**src/rtl/mmod_pkg.sv**
```systemverilog
package mmod_pkg;

  typedef enum logic [1:0] {
    ST_IDLE  = 2'd0,
    ST_ACC   = 2'd1,
    ST_CHECK = 2'd2,
    ST_FIN   = 2'd3
  } mmod_state_t;

endpackage

```
**src/rtl/mmod_fold.sv**
```systemverilog
module mmod_fold #(
  parameter int OPW  = 32,
  parameter int S    = 2,
  parameter int ACCW = 6,
  parameter int MAXSUM = 48
) (
  input  logic            clk,
  input  logic            rst,
  input  logic            load_op,
  input  logic            reload,
  input  logic            acc_en,
  input  logic [OPW-1:0]  operand,
  output logic [ACCW-1:0] sum_q,
  output logic            last,
  output logic            over_d
);

  localparam logic [ACCW-1:0] DIV = ACCW'({S{1'b1}});
  localparam logic [ACCW-1:0] SUM_LIMIT = ACCW'(MAXSUM);

  logic [OPW-1:0] work_q;
  logic [OPW-1:0] work_shift;

  assign work_shift = work_q >> S;
  assign last       = (work_shift == '0);
  assign over_d     = (sum_q > DIV);

  always_ff @(posedge clk) begin
    if (rst) begin
      work_q <= '0;
      sum_q  <= '0;
    end else if (load_op) begin
      work_q <= operand;
      sum_q  <= '0;
    end else if (reload) begin
      work_q <= OPW'(sum_q);
      sum_q  <= '0;
    end else if (acc_en) begin
      work_q <= work_shift;
      sum_q  <= sum_q + ACCW'(work_q[S-1:0]);
    end
  end

  AST_SUM_BOUND: assert property (@(posedge clk) disable iff (rst)
    acc_en |=> (sum_q <= SUM_LIMIT));

  AST_LOAD_CLEARS: assert property (@(posedge clk) disable iff (rst)
    (load_op || reload) |=> (sum_q == '0));

endmodule

```
**src/rtl/mmod_ctrl.sv**
```systemverilog
module mmod_ctrl
  import mmod_pkg::*;
(
  input  logic        clk,
  input  logic        rst,
  input  logic        start,
  input  logic        last,
  input  logic        over_d,
  output logic        load_op,
  output logic        acc_en,
  output logic        reload,
  output logic        capture,
  output mmod_state_t state_q
);

  mmod_state_t state_d;

  assign load_op = (state_q == ST_IDLE) && start;
  assign acc_en  = (state_q == ST_ACC);
  assign reload  = (state_q == ST_CHECK) && over_d;
  assign capture = (state_q == ST_CHECK) && !over_d;

  always_comb begin
    state_d = state_q;
    unique case (state_q)
      ST_IDLE:  if (start) state_d = ST_ACC;
      ST_ACC:   if (last)  state_d = ST_CHECK;
      ST_CHECK: state_d = over_d ? ST_ACC : ST_FIN;
      ST_FIN:   state_d = ST_IDLE;
      default:  state_d = ST_IDLE;
    endcase
  end

  always_ff @(posedge clk) begin
    if (rst) state_q <= ST_IDLE;
    else     state_q <= state_d;
  end

  AST_BUSY_HOLDS: assert property (@(posedge clk) disable iff (rst)
    (state_q == ST_ACC) |=> (state_q == ST_ACC || state_q == ST_CHECK));

  AST_FIN_TO_IDLE: assert property (@(posedge clk) disable iff (rst)
    (state_q == ST_FIN) |=> (state_q == ST_IDLE));

endmodule

```
**src/rtl/mmod_result.sv**
```systemverilog
module mmod_result #(
  parameter int S    = 2,
  parameter int ACCW = 6
) (
  input  logic            clk,
  input  logic            rst,
  input  logic            capture,
  input  logic [ACCW-1:0] sum,
  output logic            done,
  output logic [S-1:0]    remainder
);

  localparam logic [ACCW-1:0] DIV = ACCW'({S{1'b1}});

  always_ff @(posedge clk) begin
    if (rst) begin
      done      <= 1'b0;
      remainder <= '0;
    end else begin
      done <= capture;
      if (capture) remainder <= (sum == DIV) ? '0 : sum[S-1:0];
    end
  end

  AST_DONE_PULSE: assert property (@(posedge clk) disable iff (rst)
    done |=> !done);

  AST_REM_RANGE: assert property (@(posedge clk) disable iff (rst)
    done |-> (remainder != {S{1'b1}}));

  AST_REM_STABLE: assert property (@(posedge clk) disable iff (rst)
    !done |-> $stable(remainder));

endmodule

```
**src/rtl/mersenne_mod_seq.sv**
```systemverilog
module mersenne_mod_seq #(
  parameter int OPW = 32,
  parameter int S   = 2
) (
  input  logic           clk,
  input  logic           rst,
  input  logic           start,
  input  logic [OPW-1:0] operand,
  output logic           done,
  output logic [S-1:0]   remainder
);
  import mmod_pkg::*;

  localparam int NCHUNK = (OPW + S - 1) / S;
  localparam int MAXSUM = NCHUNK * ((1 << S) - 1);
  localparam int ACCW   = $clog2(MAXSUM + 1);

  logic            load_op, acc_en, reload, capture;
  logic            last, over_d;
  logic [ACCW-1:0] sum_q;
  mmod_state_t     state_q;

  mmod_ctrl u_ctrl (
    .clk     (clk),
    .rst     (rst),
    .start   (start),
    .last    (last),
    .over_d  (over_d),
    .load_op (load_op),
    .acc_en  (acc_en),
    .reload  (reload),
    .capture (capture),
    .state_q (state_q)
  );

  mmod_fold #(.OPW(OPW), .S(S), .ACCW(ACCW), .MAXSUM(MAXSUM)) u_fold (
    .clk     (clk),
    .rst     (rst),
    .load_op (load_op),
    .reload  (reload),
    .acc_en  (acc_en),
    .operand (operand),
    .sum_q   (sum_q),
    .last    (last),
    .over_d  (over_d)
  );

  mmod_result #(.S(S), .ACCW(ACCW)) u_res (
    .clk       (clk),
    .rst       (rst),
    .capture   (capture),
    .sum       (sum_q),
    .done      (done),
    .remainder (remainder)
  );

  AST_IDLE_AFTER_DONE: assert property (@(posedge clk) disable iff (rst)
    done |-> (state_q == ST_FIN));

endmodule

```
**config.mk**
```make
export PLATFORM = sky130hd
export DESIGN_NAME = mersenne_mod_seq
export DESIGN_NICKNAME = d
export VERILOG_FILES = /design/src/rtl/mmod_pkg.sv /design/src/rtl/mmod_fold.sv /design/src/rtl/mmod_ctrl.sv /design/src/rtl/mmod_result.sv /design/src/rtl/mersenne_mod_seq.sv
export SDC_FILE = /design/constraint.sdc
export NUM_CORES = 1
export LEC_CHECK = 0
export ABC_AREA = 1
export BUFFER_PORTS_ARGS = -buffer_cell sky130_fd_sc_hd__clkbuf_2
export CELL_PAD_IN_SITES_DETAIL_PLACEMENT = 1
export CELL_PAD_IN_SITES_GLOBAL_PLACEMENT = 1
export CORE_AREA = 2 2 82 84
export CTS_CLUSTER_DIAMETER = 80
export DETAILED_ROUTE_END_ITERATION = 6
export DIE_AREA = 0 0 84 86
export HOLD_SLACK_MARGIN = 0.12
export PLACE_DENSITY = 0.76
export SETUP_SLACK_MARGIN = 0.15
export SYNTH_ARGS = -nofsm -noshare
export SYNTH_HDL_FRONTEND = slang
export SYNTH_HIERARCHICAL = 1
export SYNTH_SLANG_ARGS = --single-unit
```
**constraint.sdc**
```tcl
create_clock -name clk -period 1.45 [get_ports clk]
set_clock_uncertainty 0.05 [all_clocks]
set_input_delay 0.29 -clock clk [delete_from_list [all_inputs] [get_ports clk]]
set_output_delay 0.29 -clock clk [all_outputs]
set_load 0.03 [all_outputs]
```
== Word level (Yosys, flattened, before mapping) ==
Index checks and enable logic that the tools add are counted.
Operators by class
  add/subtract/negate cells: 1
  order comparisons: 1
  equal/unequal tests: 6
  multiplexer cells: 8
  reductions and logical operators: 9
Operators with widths (number)
  $mux W32: 3
  $logic_not A32 Y1: 1
  $mux W2: 4
  $pmux W2 S4: 1
  $add A6 B2 Y6: 1
  $eq A6 B2 Y1 const B: 1
  $gt A6 B2 Y1 const B: 1
  $eq A2 B2 Y1 const B: 2
  $logic_and A1 B1 Y1: 3
  $reduce_bool A3 Y1: 1
  $reduce_or A3 Y1: 1
  $eq A2 B1 Y1 const B: 1
  $logic_not A2 Y1: 1
  $ne A2 B1 Y1 const B: 1
  $ne A2 B2 Y1 const B: 1
  $reduce_and A2 Y1: 1
  $logic_not A1 Y1: 1
Storage, ports and cells
  flip-flop bits (word level): 43
  input port bits: 35
  output and inout bits: 3
  logic and storage cells: 30

== Depth between registers and ports, before layout ==
  word-level depth: 4
  depth in mapped cells: 11
  gate-level depth less buffers: 9

== Hierarchy ==
Netlist, hierarchy kept.
By module, submodules not included
  mmod_fold: cells each 282, sequential area each 760.7 um^2, area an instance 1905.6 um^2, instances 1
  mmod_result: cells each 17, sequential area each 60.1 um^2, area an instance 123.9 um^2, instances 1
  mmod_ctrl: cells each 16, sequential area each 40.0 um^2, area an instance 105.1 um^2, instances 1

== Least setup slack after synthesis ==
No wires, ideal clock.
  kind: flip-flop to flip-flop
  start: reg u_fold.sum_q[3]
  end: reg u_fold.work_q[10]
  period minus slack after synthesis: 1.484 ns
  library setup time: 0.115 ns
  path buffers: 2
  stages on the path, launching flop included: 12
  path slack: -0.034 ns
  arrival: 1.320 ns
  cells stage by stage: dfxtp_1 > inv_1 > nand4_1 > inv_1 > nor3_1 > buf_4 > nor2_8 > nand2_4 > buf_6 > nand2_1 > a21oi_1 > nor2_1
On the way
  word-level cells in the longest chain between the ends: 4
  elaborated cells on any way between the ends: 5
  classes of those cells: order compare (1); mux (2); reduce/logical (2)
RTL lines
  start: declaration: line mmod_fold.sv:13  | output logic [ACCW-1:0] sum_q,
  start signal: assignment: line mmod_fold.sv:40  | sum_q <= sum_q + ACCW'(work_q[S-1:0]);
  $gt A6 B2 Y1 *: line mmod_fold.sv:26  | assign over_d = (sum_q > DIV);
  via over_d: line mersenne_mod_seq.sv:19  | logic last, over_d;
  $logic_and A1 B1 Y1 *: line mmod_ctrl.sv:20  | assign reload = (state_q == ST_CHECK) && over_d;
  via reload: line mersenne_mod_seq.sv:18  | logic load_op, acc_en, reload, capture;
  $mux W32: line mmod_fold.sv:35  | end else if (reload) begin
  $mux W32: line mmod_fold.sv:32  | end else if (load_op) begin
  end signal: assignment: line mmod_fold.sv:33  | work_q <= operand;
  end signal: assignment: line mmod_fold.sv:36  | work_q <= OPW'(sum_q);
  end signal: assignment: line mmod_fold.sv:39  | work_q <= work_shift;
  end: declaration: line mmod_fold.sv:21  | logic [OPW-1:0] work_q;
The timed path passes the listed nets; every way through them passes the cells marked *.
A chain may end at the register's enable or synchronous reset.

== Final worst setup path ==
Same ends and word-level chain as after synthesis.

==> impl_metrics.py <==
metrics = {
    "clock_tree": {
        "cts_buffers": 5,
        "clk_latency_ns": 0.30,
        "clk_path_buf_depth": 2,
        "htreeDepth": 2,
        "cts.sinks": 43,
        "clk_pin_slew_ns": 0.08,
        "clockRootBuffer": "clkbuf_8",
        "holdBufCountCts": 0,
        "cts_tree": "done",
    },
    "cells_and_area": {
        "final_common_cell": "nand2_1",
        "fin_cells": 449,
        "areaGrowthSynthToFinish_pct": 34.2,
        "multi_input_area_um2": 1270,
        "seqCellArea_um2": 883,
        "nFillCells": 843,
        "final_cell_mix": "nand2_1, clkbuf_2, a21oi_1, nor2_1, dfxtp_1",
        "drive_gt1_frac": 0.374,
        "diodes": 0,
        "fin_nets": 410,
    },
    "floorplanning": {
        "coreArea_um2": 6280,
        "pin_count": 38,
        "num_rows": 29,
        "fp.dieArea_um2": 7220,
        "die-width_um": 84,
        "start_util": 0.340,
        "die_y_um": 86,
    },
    "timing": {
        "finalSetupViolations": 32,
        "max-slew-margin-rel": 0.777,
        "setup_tns_ns": -2.08,
        "period_share": 1.08,
        "tightest_slew_ns": 0.334,
        "grt_setup_unrepaired": "true",
        "maxSlewViolCount": 0,
        "hold_viol_final": 0,
        "fmax_mhz": 637,
        "timing.hold.ws_ns": 0.177,
        "period_needed_ns": 1.57,
        "layout_setup_ws_ns": -0.119,
    },
    "worst_setup_path": {
        "crit_chain": "inv_2, nand4_1, inv_2, nor3_2, buf_4, nor2_8, nand2_8, buf_12, o21ai_1, nor2_1",
        "slowest_delay_ns": 0.33,
        "cp_data_required_time_ns": 1.59,
        "critPathArrivalTime_ns": 1.71,
        "crit_path_start_kind": "flop",
        "crit_top_cell": "inv_2",
        "ff2ff_path_depth": 10,
        "cp_slowest_cell": "dfxtp_2",
        "reg2reg_slack_ns": -0.12,
        "path_buf_inv": 4,
        "crit_fanout": 15,
        "worstReg2RegStart": "u_fold/sum_q[3]$_SDFFE_PP0P_",
        "crit_family": "buffers and inverters",
        "end_kind": "flop",
        "rr_endpoint": "u_fold/work_q[10]$_SDFFE_PP0P_",
        "worstSetupPathType": "reg2reg",
    },
    "pwr": {
        "power.internal_uw": 1980,
        "clkPwrFrac": 0.276,
        "power_frac_seq": 0.485,
        "netSwitchingFraction": 0.315,
        "p_comb_frac": 0.240,
        "peakVddDrop_uv": 416,
        "total_leakage_power_uw": 0.00125,
        "p_total_uw": 2890,
        "p_sw_uw": 908,
        "power.density_nw_per_um2": 1010,
    },
    "synth": {
        "synth_top_area_frac": 0.403,
        "synth_warnings": 6,
        "syn_inst": 315,
        "ys_ff_latch": 43,
        "avgSynthCellArea_um2": 6.78,
        "synth_top_area_cell": "dfxtp_1",
        "ys_seq_area_frac": 0.403,
        "synth.area.top_cells": "dfxtp_1, nand2_1, a21oi_1",
        "syn_nets": 353,
        "netlist-cell-type-count": 22,
        "syn-cell-area_um2": 2130,
    },
    "worst_hold_path": {
        "whs_path_depth": 3,
        "hp-class": "in2reg",
        "min_from": "operand[30]",
        "hold_path_end": "u_fold/work_q[30]$_SDFFE_PP0P_",
    },
    "placed_design": {
        "dp_cells": 436,
        "place_congestion": 0.812,
        "hpwl_um": 4400,
        "numPortBuffers": 37,
    },
    "drt": {
        "drt_pass1_iterations": 4,
        "post_drt_wl_per_cell_um": 14.5,
        "first_iter_violations": 106,
        "ant_nets": 0,
        "drcViolationCount": 0,
        "wl_um": 6490,
        "vias": 2288,
        "routed_via_density": 5.10,
    },
    "grt": {
        "overflow": 0,
        "grt_pass1_vias": 2240,
        "grt_max_degree": 30,
        "grt_pass1_wl_um": 10400,
        "grt_antenna_before_repair": 0,
        "grt_use_total": 0.178,
    },
    "status": {
        "violations": "setup timing",
        "status": "complete, but fails checks",
    },
    "run": {
        "drv_cap": 0,
    },
}
## kinds of logic after synthesis
logic type               after synthesis  synth area share
buffers and inverters                 34            0.0803
adder cells (fa/ha/maj)                3            0.0211
flip-flops                            43             0.403
AND/OR/NAND/NOR                      151             0.294
AO/OA/AOI/OAI                         84             0.202
## worst max path at each step
stage                                 start  depth (start not counted)  slack, ns                              to
2_1_floorplan  u_fold/sum_q[3]$_SDFFE_PP0P_                         11       0.02  u_fold/work_q[12]$_SDFFE_PP0P_
3_3_place_gp   u_fold/sum_q[4]$_SDFFE_PP0P_                         11      -0.04  u_fold/work_q[12]$_SDFFE_PP0P_
3_5_place_dp   u_fold/sum_q[5]$_SDFFE_PP0P_                         11       -0.1  u_fold/work_q[13]$_SDFFE_PP0P_
4_1_cts        u_fold/sum_q[3]$_SDFFE_PP0P_                         11      -0.08  u_fold/work_q[13]$_SDFFE_PP0P_
5_1_grt        u_fold/sum_q[4]$_SDFFE_PP0P_                         10      -0.19  u_fold/work_q[10]$_SDFFE_PP0P_
6_report       u_fold/sum_q[3]$_SDFFE_PP0P_                         10      -0.12  u_fold/work_q[10]$_SDFFE_PP0P_
## routing by layer
metal | up-vias | wire (um) | global-route usage
met4 | 0 | 112 | 0.0543
met1 | 1076 | 2780 | 0.214
met2 | 59 | 3330 | 0.318
li1 | 1142 | - | -
met3 | 11 | 261 | 0.0404
met5 | - | 0 | 0
## sequential cells by signal, indices dropped and copies added, names as in the netlist
signal / flops
u_fold/work_q: 32
u_fold/sum_q: 6
u_ctrl/state_q: 2
u_res/remainder: 2
u_res/done: 1
## worst register-to-register path: cells and delay by family (launching register included)
family                 cells  cell delay (ns)
DFF                        1             0.33
and+or+nand+nor            5             0.46
AOI/OAI and AO/OA          1             0.16
buffers and inverters      4             0.47
## per-stage QoR
stage               setup slack (ns)  cell area (um^2)   util
finish                        -0.119              2870  0.456
global route                  -0.192              2870  0.456
CTS                          -0.0845              2700  0.430
detailed placement           -0.0972              2530  0.403
global placement             -0.0436              2530  0.403
floorplan                     0.0179              2150      -
## layout make-up
class | count | share of cell area
Clock buffer | 6 | 0.0288
Multi-Input combinational cell | 238 | 0.442
Sequential cell | 43 | 0.308
Clock inverter | 1 | 0.00175
Inverter | 17 | 0.0223
Tap cell | 77 | 0.0336
Timing Repair Buffer | 67 | 0.163
## synth_stat cells
library cell / instances
nor2_1: 46
nand3_1: 13
a22oi_1: 4
or2_2: 1
nor2_8: 1
o21ai_1: 30
nand2_4: 1
nand2_1: 82
nor3b_1: 1
nand3_2: 1
nor3_1: 4
o21ai_0: 9
clkbuf_1: 3
buf_6: 3
dfxtp_1: 43
inv_1: 17
nand4_1: 1
buf_2: 8
buf_4: 3
fa_1: 1
ha_1: 2
a21oi_1: 41
## timing repair
item,in CTS,in global routing
endpoints found under the setup margin,40,43
pin swaps,6,8
resized for setup,25,41
gates cloned,1,1
buffers inserted,1,3
## power groups by stage
stage | clock network [uW] | logic [uW] | registers [uW]
after global routing | 865 | 780 | 1410
after CTS | 815 | 617 | 1380
after floorplan | 0 | 415 | 1370
after global placement | 0 | 554 | 1400
after detailed placement | 0 | 575 | 1400
final | 795 | 692 | 1400
Power figures use the tool's default switching activity.
